`src/rtl/srate_pkg.sv`:
```
package srate_pkg;
    localparam int unsigned NUM_LEVELS = 4;
    localparam int unsigned REF_NUM    = 1008000; // 126 * 8 * 1000
    localparam int unsigned CLK_DIV    = 8000;
    localparam int unsigned REF_MANT   = 126;

    typedef enum logic [2:0] {
        PH_IDLE, PH_REF, PH_DOWN, PH_UP, PH_MANT, PH_FIN
    } phase_e;
endpackage

```
`src/rtl/srate_tick_sel.sv`:
```
module srate_tick_sel #(
    parameter int LVL_W = 3,
    parameter int DW    = 32
) (
    input  logic [LVL_W-1:0] level_i,
    output logic [DW-1:0]    tick_o
);
    always_comb begin
        case (level_i)
            LVL_W'(0): tick_o = DW'(1536);
            LVL_W'(1): tick_o = DW'(192);
            LVL_W'(2): tick_o = DW'(48);
            LVL_W'(3): tick_o = DW'(1536);
            default:   tick_o = '0;
        endcase
    end
endmodule

```
`src/rtl/srate_divider.sv`:
```
module srate_divider #(
    parameter int W = 32
) (
    input  logic         clk,
    input  logic         rst_n,
    input  logic         go_i,
    input  logic [W-1:0] num_i,
    input  logic [W-1:0] den_i,
    output logic         vld_o,
    output logic [W-1:0] quo_o
);
    localparam int CW = $clog2(W) + 1;

    typedef struct packed {
        logic          run;
        logic          vld;
        logic [CW-1:0] cnt;
        logic [W-1:0]  rem;
        logic [W-1:0]  quo;
        logic [W-1:0]  den;
    } div_t;

    div_t c_q, c_d;
    logic [W:0] trial;

    always_comb begin
        c_d     = c_q;
        c_d.vld = 1'b0;
        trial   = {c_q.rem, c_q.quo[W-1]};
        if (go_i) begin
            c_d.run = 1'b1;
            c_d.cnt = CW'(W);
            c_d.rem = '0;
            c_d.quo = num_i;
            c_d.den = den_i;
        end else if (c_q.run) begin
            if (trial >= {1'b0, c_q.den}) begin
                c_d.rem = W'(trial - {1'b0, c_q.den});
                c_d.quo = {c_q.quo[W-2:0], 1'b1};
            end else begin
                c_d.rem = trial[W-1:0];
                c_d.quo = {c_q.quo[W-2:0], 1'b0};
            end
            c_d.cnt = c_q.cnt - 1'b1;
            if (c_q.cnt == CW'(1)) begin
                c_d.run = 1'b0;
                c_d.vld = 1'b1;
            end
        end
    end

    always_ff @(posedge clk or negedge rst_n) begin
        if (!rst_n) c_q <= '0;
        else        c_q <= c_d;
    end

    assign vld_o = c_q.vld;
    assign quo_o = c_q.quo;

    // Divider serves the searches of R5 and R6; a zero divisor would break them.
    assert_div_den_nonzero_R5: assert property (@(posedge clk) disable iff (!rst_n)
        go_i |-> (den_i != '0));
    assert_div_vld_pulse_R6: assert property (@(posedge clk) disable iff (!rst_n)
        vld_o |=> !vld_o);
endmodule

```
`src/rtl/shaper_rate_calc.sv`:
```
module shaper_rate_calc
    import srate_pkg::*;
#(
    parameter int LVL_W    = 3,
    parameter int RATE_W   = 17,
    parameter int MANT_W   = 8,
    parameter int EXP_W    = 4,
    parameter int DW       = 32,
    parameter int RATE_MAX = 100000
) (
    input  logic              clk,
    input  logic              rst_n,
    input  logic              start_i,
    input  logic [LVL_W-1:0]  level_i,
    input  logic [RATE_W-1:0] rate_i,
    output logic              busy_o,
    output logic              done_o,
    output logic              err_o,
    output logic [MANT_W-1:0] mant_o,
    output logic [EXP_W-1:0]  up_o,
    output logic [EXP_W-1:0]  dn_o
);
    localparam logic [DW-1:0] MANT_MAX = DW'((1 << MANT_W) - 1);

    typedef struct packed {
        phase_e            ph;
        logic [DW-1:0]     rate;
        logic [DW-1:0]     tick;
        logic [EXP_W-1:0]  up;
        logic [EXP_W-1:0]  dn;
        logic [MANT_W-1:0] mant;
        logic              err;
        logic              done;
    } ctl_t;

    ctl_t c_q, c_d;

    logic          div_go, div_vld;
    logic [DW-1:0] div_num, div_den, div_q;
    logic [DW-1:0] tick_in, prod, dstep;
    logic [EXP_W-1:0] e_next, e_prev;
    logic          bad_req;

    srate_tick_sel #(.LVL_W(LVL_W), .DW(DW)) u_tick (
        .level_i (level_i),
        .tick_o  (tick_in)
    );

    srate_divider #(.W(DW)) u_div (
        .clk   (clk),
        .rst_n (rst_n),
        .go_i  (div_go),
        .num_i (div_num),
        .den_i (div_den),
        .vld_o (div_vld),
        .quo_o (div_q)
    );

    always_comb begin
        c_d     = c_q;
        c_d.done = 1'b0;
        div_go  = 1'b0;
        div_num = '0;
        div_den = DW'(1);
        bad_req = (DW'(level_i) >= DW'(NUM_LEVELS)) || (DW'(rate_i) > DW'(RATE_MAX));
        prod    = c_q.rate * c_q.tick;
        e_next  = '0;
        e_prev  = '0;
        dstep   = '0;
        case (c_q.ph)
            PH_IDLE: begin
                if (start_i) begin
                    c_d.rate = DW'(rate_i);
                    c_d.tick = tick_in;
                    c_d.up   = '0;
                    c_d.dn   = '0;
                    c_d.mant = '0;
                    c_d.err  = 1'b0;
                    if (bad_req) begin
                        c_d.err = 1'b1;
                        c_d.ph  = PH_FIN;
                    end else if (rate_i == '0) begin
                        c_d.ph  = PH_FIN;
                    end else begin
                        div_go  = 1'b1;
                        div_num = DW'(REF_NUM) + (tick_in >> 1) - DW'(1);
                        div_den = tick_in;
                        c_d.ph  = PH_REF;
                    end
                end
            end
            PH_REF: begin
                if (div_vld) begin
                    if (div_q == c_q.rate) begin
                        c_d.mant = MANT_W'(REF_MANT);
                        c_d.ph   = PH_FIN;
                    end else if (div_q > c_q.rate) begin
                        c_d.dn  = EXP_W'(1);
                        div_go  = 1'b1;
                        div_num = DW'(REF_NUM);
                        div_den = c_q.tick << 1;
                        c_d.ph  = PH_DOWN;
                    end else begin
                        c_d.up  = EXP_W'(1);
                        div_go  = 1'b1;
                        div_num = (DW'(REF_NUM) << 1) + (c_q.tick >> 1);
                        div_den = c_q.tick;
                        c_d.ph  = PH_UP;
                    end
                end
            end
            PH_DOWN: begin
                if (div_vld) begin
                    div_go = 1'b1;
                    if (div_q >= c_q.rate) begin
                        e_next  = c_q.dn + 1'b1;
                        c_d.dn  = e_next;
                        div_num = DW'(REF_NUM);
                        div_den = c_q.tick << e_next;
                    end else begin
                        div_num = (prod << c_q.dn) + DW'(CLK_DIV / 2);
                        div_den = DW'(CLK_DIV);
                        c_d.ph  = PH_MANT;
                    end
                end
            end
            PH_UP: begin
                if (div_vld) begin
                    if (div_q < c_q.rate) begin
                        e_next  = c_q.up + 1'b1;
                        c_d.up  = e_next;
                        div_go  = 1'b1;
                        div_num = (DW'(REF_NUM) << e_next) + (c_q.tick >> 1);
                        div_den = c_q.tick;
                    end else if (div_q == c_q.rate) begin
                        c_d.mant = MANT_W'(REF_MANT);
                        c_d.ph   = PH_FIN;
                    end else begin
                        e_prev  = c_q.up - 1'b1;
                        dstep   = DW'(CLK_DIV) << e_prev;
                        c_d.up  = e_prev;
                        div_go  = 1'b1;
                        div_num = prod + (dstep >> 1);
                        div_den = dstep;
                        c_d.ph  = PH_MANT;
                    end
                end
            end
            PH_MANT: begin
                if (div_vld) begin
                    c_d.mant = (div_q > MANT_MAX) ? '1 : div_q[MANT_W-1:0];
                    c_d.ph   = PH_FIN;
                end
            end
            PH_FIN: begin
                c_d.done = 1'b1;
                c_d.ph   = PH_IDLE;
            end
            default: c_d.ph = PH_IDLE;
        endcase
    end

    always_ff @(posedge clk or negedge rst_n) begin
        if (!rst_n) begin
            c_q    <= '0;
            c_q.ph <= PH_IDLE;
        end else begin
            c_q <= c_d;
        end
    end

    assign busy_o = (c_q.ph != PH_IDLE);
    assign done_o = c_q.done;
    assign err_o  = c_q.err;
    assign mant_o = c_q.mant;
    assign up_o   = c_q.up;
    assign dn_o   = c_q.dn;

    assert_err_fields_zero_R2: assert property (@(posedge clk) disable iff (!rst_n)
        (done_o && err_o) |-> (mant_o == '0 && up_o == '0 && dn_o == '0));
    assert_exp_exclusive_R5: assert property (@(posedge clk) disable iff (!rst_n)
        done_o |-> (up_o == '0 || dn_o == '0));
    assert_busy_from_start_R9: assert property (@(posedge clk) disable iff (!rst_n)
        $rose(busy_o) |-> $past(start_i));
    assert_done_pulse_R10: assert property (@(posedge clk) disable iff (!rst_n)
        done_o |=> !done_o);
    assert_idle_hold_R10: assert property (@(posedge clk) disable iff (!rst_n)
        (!busy_o && $past(!busy_o) && !$past(start_i)) |->
        ($stable(mant_o) && $stable(up_o) && $stable(dn_o) && $stable(err_o)));
endmodule

```
`config.mk`:
```
export PLATFORM = sky130hd
export DESIGN_NAME = shaper_rate_calc
export DESIGN_NICKNAME = d
export VERILOG_FILES = /design/src/rtl/srate_pkg.sv /design/src/rtl/srate_tick_sel.sv /design/src/rtl/srate_divider.sv /design/src/rtl/shaper_rate_calc.sv
export SDC_FILE = /design/constraint.sdc
export NUM_CORES = 1
export LEC_CHECK = 0
export BUFFER_PORTS_ARGS = -buffer_cell sky130_fd_sc_hd__buf_2
export CAP_MARGIN = 25
export CELL_PAD_IN_SITES_DETAIL_PLACEMENT = 0
export CELL_PAD_IN_SITES_GLOBAL_PLACEMENT = 2
export CORE_MARGIN = 4
export CORE_UTILIZATION = 40
export CTS_CLUSTER_DIAMETER = 50
export DETAILED_ROUTE_END_ITERATION = 10
export GPL_ROUTABILITY_DRIVEN = 0
export PLACE_DENSITY_LB_ADDON = 0.15
export SKIP_CTS_REPAIR_TIMING = 1
export SLEW_MARGIN = 20
export SYNTH_ARGS = -nofsm -noshare
export SYNTH_HDL_FRONTEND = slang
export SYNTH_HIERARCHICAL = 1
export SYNTH_SLANG_ARGS = --single-unit
```
`constraint.sdc`:
```
create_clock -name clk -period 9.2 [get_ports clk]
set_clock_uncertainty 0.05 [all_clocks]
set_input_delay 0.46 -clock clk [delete_from_list [all_inputs] [get_ports clk]]
set_output_delay 0.46 -clock clk [all_outputs]
set_load 0.05 [all_outputs]
```
==> out/metrics.csv <==
stage,metric,value,unit
worst_hold_path,hold endpoint,c_q[64],
worst_setup_path,Worst path max stage delay,710,ps
worst_setup_path,slowest library cell on the worst path,fa_2,
logic_synthesis,Mean Syn Cell Area,7.75,um^2
sta,RSZ-0062 raised after global routing,no,
floorplanning,die area,87600,um^2
final_layout,fraction of layout cells with a size suffix above 1,0.0940,
logic_synthesis,sequential area share after synthesis,0.131,
global_route,first-pass GRT wire length,203000,um
clock_tree,Bufs on Longest Clock Path,2,
floorplanning,Initial Util,0.404,
route,DRT iter0 DRCs,3192,
logic_synthesis,Syn Inst Count,4282,
final_layout,footprint of the multi-input gates,25400,um^2
clock_tree,root buf cell,clkbuf_16,
worst_setup_path,Worst setup SP type,flip-flop,
final_layout,Filler Cell Count,8526,
placement,DPL Wire Length,108000,um
sta,relative slew slack,0.258,
logic_synthesis,Post-Syn Area,33200,um^2
floorplanning,core area,82100,um^2
global_route,GRT Residual Overflow,0,
sta,fin. max-slew vios,0,
sta,Final min period,8790,ps
route,DRT Pass-1 Iters,9,
worst_hold_path,Hold Path Stages,3,
sta,final-report hold violation count,0,
route,final WL,136000,um
floorplanning,die width,296,um
logic_synthesis,register bit total from synthesis,174,
route,DR WL/cell,25.8,um
logic_synthesis,Synth cell types,115,
logic_synthesis,number of synthesized flops with an enable pin,0,
floorplanning,I/O pin total,42,
worst_setup_path,Crit path arrival time,9090,ps
final_layout,# diodes,0,
clock_tree,Clock Latency Late Sink,510,ps
job,max_cap viols,0,
route,via count,30900,
worst_hold_path,hold_sp,rate_i[14],
run_status,outcome,completed,
sta,fin worst setup slack,409,ps
placement,post-place setup slack,60.2,ps
final_layout,fin nets,4693,
logic_synthesis,synth warn,6,
clock_tree,clk sinks,174,
sta,fin crit share,0.956,
placement,IO buf count,41,
worst_setup_path,CP Capture Type,flip-flop,
worst_setup_path,CP Max Fanout,13,
route,Via density,5.88,
global_route,global-route usage over all layers,0.309,
logic_synthesis,"Top FF cell, synth",dfrtp_1,
final_layout,FF+latch area,4380,um^2
sta,"Setup violations, final",0,
clock_tree,Num CTS Buffers,17,
floorplanning,# rows,105,
route,antenna-violating nets left,0,
global_route,number of global-route vias before repair,30200,
clock_tree,htree depth,4,
clock_tree,clock-pin transition on the worst setup and hold timing paths,90,ps
sta,fmax,114,MHz
worst_setup_path,"Req. time, crit path",9500,ps
floorplanning,overall die height,296,um
worst_hold_path,Hold Path Class,primary input to flip-flop,
sta,Least-Margin Pin Slew,1100,ps
worst_setup_path,Worst R2R Setup Slack,410,ps
worst_setup_path,r2r endpoint,u_div/quo_o[31],
route,DRC violations left,0,
worst_setup_path,r2r worst-path depth,29,
global_route,largest net degree at the start of global routing,84,
worst_setup_path,Setup CP Type,flip-flop to flip-flop,
worst_setup_path,FF-to-FF Start,c_q[57],
clock_tree,CTS tree,yes,
final_layout,area delta synth->final,5.59,%
logic_synthesis,asr flop ratio synth,1.00,
global_route,antenna violations before repair,5,
[critical path: cells and delay by family, from the launching register on]
family / cells / cell delay (ps)
adders and majority gates: 7 / 3720
AOI/OAI and AO/OA: 9 / 1590
and+or+nand+nor: 5 / 1420
buffers and inverters: 7 / 810
xor gates and xnor gates: 1 / 550
DFF: 1 / 510
[cell type report]
type,instances,area share
Clock buffer,20,0.0133
Clock inverter,12,0.00357
Timing Repair Buffer,186,0.0374
Tap cell,1070,0.0382
Inverter,536,0.0576
Sequential cell,174,0.125
Multi-Input combinational cell,3252,0.725
[registers in the layout, summed over array words and instances (netlist names), 4 cells and up]
signal,flops
dn_o,4
u_div/quo_o,32
mant_o,8
u_div/c_q,71
up_o,4
c_q,52
[how the worst max path moves through the flow]
stage / cells after the start / from / slack, ps / endpoint
finish: 29 / c_q[57] / 410 / u_div/quo_o[31]
global route: 35 / c_q[57] / 6 / u_div/quo_o[30]
CTS: 32 / c_q[60] / -40 / u_div/quo_o[30]
detailed placement: 32 / c_q[60] / 60 / u_div/quo_o[30]
global placement: 32 / c_q[60] / 40 / u_div/quo_o[30]
floorplan: 32 / c_q[31] / 1020 / u_div/quo_o[27]
[stage by stage]
stage                     hold slack (ps)   util  std cells  setup TNS (ps)  instance area [um^2]
after floorplan                       114      -       4307               0                 33300
after global placement                410  0.418       5216               0                 34300
after detailed placement              420  0.418       5217               0                 34300
after CTS                           -86.2  0.425       5249           -43.9                 34900
after global routing                  146  0.427       5250               0                 35000
final                                 144  0.427       5250               0                 35000
[cells by family after synthesis]
logic type,Yosys count,synth area share
flip-flops,174,0.131
buffers and inverters,881,0.111
adder cells (fa/ha/maj),504,0.263
AND/OR/NAND/NOR,1409,0.198
AO/OA/AOI/OAI,996,0.201
multiplexers,132,0.0474
XOR/XNOR,185,0.0488
other,1,0.000113
[routing by layer]
| layer | wire length [um] | GRT usage |
|---|---|---|
| met1 | 60700 | 0.439 |
| met2 | 58100 | 0.467 |
| met3 | 13000 | 0.0849 |
| met4 | 3870 | 0.0795 |
| met5 | 39 | 0 |
[layout by cell type (no fill, tap or decap), types with 30 or more instances in the layout]
cell type | synthesis | layout
buf_2 | 21 | 40
ha_1 | 181 | 179
o211ai_1 | 38 | 38
o22ai_1 | 31 | 31
buf_4 | 80 | 143
and2_1 | 133 | 133
xor2_1 | 68 | 67
mux2i_1 | 74 | 72
nand3_1 | 66 | 66
nand2b_1 | 30 | 30
dfrtp_1 | 174 | 155
a21oi_1 | 205 | 201
nor3_1 | 57 | 56
a21o_1 | 44 | 44
inv_1 | 529 | 526
o21ai_0 | 270 | 269
o21a_1 | 34 | 34
xnor2_1 | 117 | 114
a211oi_1 | 37 | 36
fa_1 | 322 | 320
nor2_1 | 276 | 275
nand2_1 | 644 | 643
mux2_2 | 40 | 40
[Yosys cell counts (80+ instances only)]
master,number,area (um^2)
nand2_1,644,2420
buf_4,80,601
ha_1,181,2260
dfrtp_1,174,4350
a21oi_1,205,1030
clkbuf_1,216,811
fa_1,322,6450
and2_1,133,832
inv_1,529,1990
xnor2_1,117,1020
nor2_1,276,1040
o21ai_0,270,1350
Power is not shown: default switching activity piles up to over one toggle a cycle in this logic, so the estimate is an artifact.
